==> src/rtl/fbdiv_pkg.sv <==
package fbdiv_pkg;
  localparam int unsigned PRE_BASE_DEF = 4;

  // Output period length in input clocks for a given ratio.
  function automatic int unsigned period_len(int unsigned p, int unsigned b, int unsigned a);
    return p * b + a;
  endfunction
endpackage

==> src/rtl/fbdiv_ratio_reg.sv <==
// Shadow register: takes a new ratio only when it is legal and flags bad settings.
module fbdiv_ratio_reg #(
  parameter int B_W   = 6,
  parameter int A_W   = 2,
  parameter int B_MIN = 4,
  parameter int B_MAX = 63,
  parameter int RST_B = 4,
  parameter int RST_A = 0
) (
  input  logic           clk,
  input  logic           rst,
  input  logic [B_W-1:0] b_in,
  input  logic [A_W-1:0] a_in,
  output logic [B_W-1:0] b_shadow,
  output logic [A_W-1:0] a_shadow,
  output logic           bad_q
);
  logic [31:0] b_w;
  logic [31:0] a_w;
  logic        bad;

  assign b_w = 32'(b_in);
  assign a_w = 32'(a_in);
  assign bad = (b_w < 32'(B_MIN)) || (b_w > 32'(B_MAX)) || (a_w >= b_w);

  always_ff @(posedge clk) begin
    if (rst) begin
      b_shadow <= B_W'(RST_B);
      a_shadow <= A_W'(RST_A);
      bad_q    <= 1'b0;
    end else begin
      bad_q <= bad;
      if (!bad) begin
        b_shadow <= b_in;
        a_shadow <= a_in;
      end
    end
  end
endmodule

==> src/rtl/fbdiv_prescaler.sv <==
// Dual-modulus prescaler: divides by PRE_BASE, or by PRE_BASE+1 while stretch is high.
module fbdiv_prescaler #(
  parameter int PRE_BASE = 4
) (
  input  logic clk,
  input  logic rst,
  input  logic stretch,
  output logic tick
);
  localparam int PCW = $clog2(PRE_BASE + 1);

  logic [PCW-1:0] pc;
  logic [PCW-1:0] last;

  assign last = stretch ? PCW'(PRE_BASE) : PCW'(PRE_BASE - 1);
  assign tick = (pc == last);

  always_ff @(posedge clk) begin
    if (rst)       pc <= '0;
    else if (tick) pc <= '0;
    else           pc <= pc + 1'b1;
  end
endmodule

==> src/rtl/fbdiv_swallow_ctr.sv <==
// B and A counters: B counts prescaler periods, A keeps the prescaler stretched at the period start.
module fbdiv_swallow_ctr #(
  parameter int B_W   = 6,
  parameter int A_W   = 2,
  parameter int RST_B = 4,
  parameter int RST_A = 0
) (
  input  logic           clk,
  input  logic           rst,
  input  logic           tick,
  input  logic [B_W-1:0] b_load,
  input  logic [A_W-1:0] a_load,
  output logic           stretch,
  output logic           wrap
);
  logic [B_W-1:0] b_cnt;
  logic [A_W-1:0] a_cnt;

  assign stretch = (a_cnt != '0);
  assign wrap    = tick && (b_cnt == '0);

  always_ff @(posedge clk) begin
    if (rst) begin
      b_cnt <= B_W'(RST_B - 1);
      a_cnt <= A_W'(RST_A);
    end else if (tick) begin
      if (b_cnt == '0) begin
        b_cnt <= b_load - 1'b1;
        a_cnt <= a_load;
      end else begin
        b_cnt <= b_cnt - 1'b1;
        if (a_cnt != '0) a_cnt <= a_cnt - 1'b1;
      end
    end
  end
endmodule

==> src/rtl/pswallow_fbdiv.sv <==
module pswallow_fbdiv #(
  parameter int B_W      = 6,
  parameter int A_W      = 2,
  parameter int PRE_BASE = fbdiv_pkg::PRE_BASE_DEF,
  parameter int B_MIN    = 4,
  parameter int B_MAX    = 63,
  parameter int RST_B    = 4,
  parameter int RST_A    = 0
) (
  input  logic           clk,
  input  logic           rst,
  input  logic [B_W-1:0] b_val,
  input  logic [A_W-1:0] a_val,
  output logic           div_pulse,
  output logic           cfg_invalid
);
  logic [B_W-1:0] b_shadow;
  logic [A_W-1:0] a_shadow;
  logic           stretch;
  logic           pre_tick;
  logic           period_end;

  fbdiv_ratio_reg #(
    .B_W(B_W), .A_W(A_W), .B_MIN(B_MIN), .B_MAX(B_MAX), .RST_B(RST_B), .RST_A(RST_A)
  ) u_ratio (
    .clk(clk), .rst(rst), .b_in(b_val), .a_in(a_val),
    .b_shadow(b_shadow), .a_shadow(a_shadow), .bad_q(cfg_invalid)
  );

  fbdiv_prescaler #(.PRE_BASE(PRE_BASE)) u_pre (
    .clk(clk), .rst(rst), .stretch(stretch), .tick(pre_tick)
  );

  fbdiv_swallow_ctr #(
    .B_W(B_W), .A_W(A_W), .RST_B(RST_B), .RST_A(RST_A)
  ) u_ctr (
    .clk(clk), .rst(rst), .tick(pre_tick), .b_load(b_shadow), .a_load(a_shadow),
    .stretch(stretch), .wrap(period_end)
  );

  always_ff @(posedge clk) begin
    if (rst) div_pulse <= 1'b0;
    else     div_pulse <= period_end;
  end
endmodule

==> config.mk <==
export PLATFORM = sky130hd
export DESIGN_NAME = pswallow_fbdiv
export DESIGN_NICKNAME = d
export VERILOG_FILES = /design/src/rtl/fbdiv_pkg.sv /design/src/rtl/fbdiv_ratio_reg.sv /design/src/rtl/fbdiv_prescaler.sv /design/src/rtl/fbdiv_swallow_ctr.sv /design/src/rtl/pswallow_fbdiv.sv
export SDC_FILE = /design/constraint.sdc
export NUM_CORES = 1
export LEC_CHECK = 0
export ABC_AREA = 0
export CORE_ASPECT_RATIO = 0.8
export CORE_MARGIN = 2
export CORE_UTILIZATION = 32
export CTS_BUF_LIST = sky130_fd_sc_hd__clkbuf_8
export DETAILED_ROUTE_END_ITERATION = 10
export PLACE_DENSITY = 0.49
export SLEW_MARGIN = 5
export SYNTH_ARGS = -nofsm -noshare
export SYNTH_HDL_FRONTEND = slang
export SYNTH_SLANG_ARGS = --single-unit
==> constraint.sdc <==
create_clock -name clk -period 5.6 [get_ports clk]
set_input_delay 1.12 -clock clk [delete_from_list [all_inputs] [get_ports clk]]
set_output_delay 1.12 -clock clk [all_outputs]
set_load 0.005 [all_outputs]
# Yosys cells after proc, flatten, opt, wreduce, memory -nomap -nowiden
# Index checks and enable logic that the tools add are counted.
# totals
inputBits	10
output_inout_bits	2
reg_bits	21
elab_cells	27
# op_classes
eq_ne	1
n_mux	4
n_addsub	4
n_reduce_logical	8
magnitude_cmp	3
# ops
op	count
6-bit by 1-bit subtractor with 6-bit output (second input constant)	2
2-bit by 6-bit >= comparator with 1-bit output	1
6-bit greater-than comparator (second input constant)	1
6-bit logical NOT	1
6-bit by 3-bit < comparator with 1-bit output (second input constant)	1
6-bit 2-to-1 mux	1
2-bit 2-to-1 mux	2
2-bit nonzero test	2
3-bit by 1-bit adder with 3-bit output (second input constant)	1
3-bit == test	1
3-bit 2-to-1 mux	1
1-bit logical OR	2
2-bit AND reduction	1
2-bit OR reduction	1
2-bit by 1-bit subtractor with 2-bit output (second input constant)	1
1-bit logical AND	1

# Logic depth before layout (Yosys ltp)
# depth
word_depth	4
depth_mapped	9
ltp_nobuf	8

# Modules after synthesis
# A second synthesis with hierarchy kept.
# unflattened
hier_cells	117
hier_area_um2	1137.3
# by_module_without_submodules
mod	area_each_um2	seq_area_each_um2	instances	cells_each
fbdiv_swallow_ctr	565.5	160.2	1	66
fbdiv_ratio_reg	386.6	180.2	1	35
fbdiv_prescaler	151.4	60.1	1	14
pswallow_fbdiv	33.8	20.0	1	2

# Worst setup path before layout
# OpenSTA, ideal clock, no wires.
# synth_timing
kind	in2reg
start	input port b_val[2]
end	register u_ratio.a_shadow[0]
setup_ps	128
stages	3
slack_ps	3597
arrival_ps	1876
required_ps	5472
path_buffers	0
cell_sequence	nor4_4 mux2i_1 nor2_1
# synth_between
elab_chain_cells	3
word_cells_on_any_way	5
classes_between	order compare (3); reduce/logical (2)
# synth_lines
item	line_no	source
start, declared	pswallow_fbdiv.sv:12	input logic [B_W-1:0] b_val,
6-bit by 3-bit < comparator with 1-bit output / 6-bit greater-than comparator (equally long branches)	fbdiv_ratio_reg.sv:24	assign bad = (b_w < 32'(B_MIN)) || (b_w > 32'(B_MAX)) || (a_w >= b_w);
1-bit logical OR	fbdiv_ratio_reg.sv:24	
1-bit logical OR (*)	fbdiv_ratio_reg.sv:24	
end signal, assigned	fbdiv_ratio_reg.sv:29	a_shadow <= A_W'(RST_A);
end signal, assigned	fbdiv_ratio_reg.sv:35	a_shadow <= a_in;
end, declared	fbdiv_ratio_reg.sv:15	output logic [A_W-1:0] a_shadow,
# Every way passes the cells marked *; elsewhere a longest branch is shown, timed or not.
# A chain may end at the register's enable or synchronous reset.

# Worst setup path in the final report
# layout_timing
start	input port b_val[2]
end	register u_ratio.b_shadow[0]
# layout_between
elab_chain_cells	3
word_cells_on_any_way	5
classes_between	order compare (3); reduce/logical (2)
# layout_lines
item	line_no	source
6-bit by 3-bit < comparator with 1-bit output / 6-bit greater-than comparator (equally long branches)	fbdiv_ratio_reg.sv:24	
1-bit logical OR	fbdiv_ratio_reg.sv:24	
1-bit logical OR (*)	fbdiv_ratio_reg.sv:24	
end signal, assigned	fbdiv_ratio_reg.sv:28	b_shadow <= B_W'(RST_B);
end signal, assigned	fbdiv_ratio_reg.sv:34	b_shadow <= b_in;
end, declared	fbdiv_ratio_reg.sv:14	output logic [B_W-1:0] b_shadow,
# Marks and branches as above.

==> impl_metrics.tcl <==
set metrics [dict create \
    outcome "finished, final reports clean" \
    r2r_slack_ns 3.45 \
    synth_enable_flop_cells 0 \
    synth_seq_cells 21 \
    min_period_over_period_pct 42.1 \
    final.setup_skew_ns 0.00119 \
    detail_route_antenna_nets 0 \
    global_route_wire_length_before_repair_um 3840 \
    worst-setup-path-type "input pin to flop" \
    cts_max_path_buffers 2 \
    timing.slew.headroom_pct 45.3 \
    layout_overhead_on_the_synthesized_area_pct 17.3 \
    critical_path_fanouts_max 9 \
    hold_viol 0 \
    synth-main-ff-cell "dfxtp_1" \
    post-place-cells 157 \
    drive_above_1_share_pct 8.26 \
    rows 18 \
    synth_fp_nets 123 \
    die_area_um2 3720 \
    cts_tree "done" \
    starting_density_pct 33.6 \
    ys_top_cells_by_area "dfxtp_1, nor2_1, a21oi_1, mux2i_1, ha_1" \
    synth_area_leader_cell "dfxtp_1" \
    ctsRootBufferMaster "clkbuf_8" \
    yosysWarnings 0 \
    seq_total_area_yosys_pct 40.5 \
    port-buffer-count 11 \
    static-leakage-power_nw 0.430 \
    wl_per_cell_um 14.6 \
    grt_antenna_before_repair 0 \
    start_kind "input pin" \
    detailed_place_hpwl_um 1710 \
    cts.hold.buffers_added 0 \
    cts_resized 0 \
    antenna_cells_inserted 0 \
    instances_no_fill 161 \
    dr_total_vias 855 \
    largest_net_degree_at_the_start_of_global_routing 22 \
    ys_async_sr_fraction_pct 0 \
    final-setup-viol-count 0 \
    synthDistinctLibCells 37 \
    place.gp.congestion 0.806 \
    grt_use_total_pct 14.2 \
    first_global_vias 810 \
    floorplan.die.width_um 67.7 \
    clkSlewWorstSetupHoldPaths_ns 0.08 \
    die_height_um 54.9 \
    synth.top_cells.by_count "dfxtp_1, nor2_1, a21oi_1" \
    setup_tns_ns 0 \
    floorplan.io_pins 12 \
    drt_first_pass_iters 4 \
    grt_setup_unrepaired "false" \
    cts_inserted_buffers 3 \
    synth.top_cell.area_share_pct 40.5 \
    endpoint_kind "flop" \
    worstPathArrival_ns 2.48 \
    synth_cells 110 \
    yosys.cell_count.top_type "dfxtp_1" \
    clock_sinks 21 \
    max_clock_freq_ghz 0.424 \
    floorplan.core_area_um2 3090 \
    timing.hold.worst.class "flop to flop" \
    drt-total-wl_um 2350 \
    drt_first_iter_violations 75 \
    tightest_slew_ns 0.818 \
    power_mw 0.289 \
    timing.max_cap.violations 0 \
    finalWorstPathRequiredPeriod_ns 2.36 \
    cp.required_ns 5.73 \
    pwr_density_cell_nw_per_um2 237 \
    num-nets-final 135 \
    cts_htree_levels 1 \
    slew_violations 0 \
    clk-insertion-delay-late_ns 0.26 \
    synth_area_per_cell_um2 9.43 \
    peakVddDrop_v 0.000143 \
    via_per_inst 5.31 \
    synth_area_um2 1040 \
    overflow 0 \
    post_cts.repair.setup_buffers 0 \
    post-route-drc-count 0 \
]
## layer usage
metal	up-vias	wire [µm]	GRT usage, %
met3	2	75	4.25
met2	14	1020	22.5
met5	-	0	0
li1	441	-	-
met4	0	4	3.06
met1	398	1250	19.1
## final timing paths
check / to / cells past startpoint / from
worst max-delay path: u_ratio.b_shadow[0] / 4 / b_val[2]
worst min-delay path: u_ctr.a_cnt[1] / 2 / u_ctr.a_cnt[1]
worst max register to register: u_ctr.b_cnt[4] / 8 / u_ctr.b_cnt[0]
worst min register to register: u_ctr.a_cnt[1] / 2 / u_ctr.a_cnt[1]
## registers in the layout, indices dropped and copies added (netlist names)
| signal | count |
|---|---|
| u_ctr.b_cnt | 6 |
| u_ratio.b_shadow | 6 |
| u_pre.pc | 3 |
| u_ctr.a_cnt | 2 |
| u_ratio.a_shadow | 2 |
| div_pulse | 1 |
| u_ratio.bad_q | 1 |
## through the flow
stage	hold slack (ns)	utilization (%)	cell area, µm²	setup WS (ns)
after floorplan	0.432	-	1040	3.60
after CTS	0.461	39.4	1220	3.24
after global routing	0.474	39.4	1220	3.15
final	0.457	39.4	1220	3.24
after global placement	0.443	37.8	1170	2.99
after detailed placement	0.448	37.8	1170	2.95
## cell type report
cell class,count,area [µm²]
fillers,326,1870
multi-input cells,81,572
flip-flops and latches,21,420
repair buffers,11,110
well taps,40,50.0
clock buffers,3,41.3
inverters,4,15.0
clock inverters,1,7.51
## worst max-delay path: stages
cell and delay, ns:
clkdlybuf4s50_1 0.46, nor4_4 0.60, mux2i_1 0.25, nor2_1 0.05
## cells by family (layout without fill, tap and decap cells)
| kind of cell | count (synthesis) | after routing | share of synthesized area [%] |
|---|---|---|---|
| adders and majority gates | 3 | 3 | 3.62 |
| AOI/OAI and AO/OA | 30 | 30 | 21.6 |
| muxes | 4 | 4 | 3.86 |
| xor gates and xnor gates | 1 | 1 | 0.845 |
| DFF | 21 | 21 | 40.5 |
| buffers and inverters | 8 | 19 | 4.34 |
| and+or+nand+nor | 43 | 43 | 25.2 |
## power breakdown
part           internal, mW  total, mW  switching (mW)
logic                0.0129     0.0243          0.0114
clock network        0.0503      0.104          0.0542
registers             0.155      0.160         0.00502
total                 0.218      0.289          0.0706
## layout by cell type (no fill, tap or decap), types with 2 or more instances in the layout
master and count:
dfxtp_1 21, nor2_1 13, clkdlybuf4s50_1 11, a21oi_1 9, nor3_1 6, or3_1 4, inv_1 4, mux2i_1 4
a211oi_1 4, nor3b_1 3, nand2_1 3, a211o_1 3, ha_1 3, clkbuf_8 3, nor3_2 2, and2_1 2
a311oi_1 2, nand2b_1 2, o211a_1 2, o21ai_1 2
(Power assumes the default switching activity.)
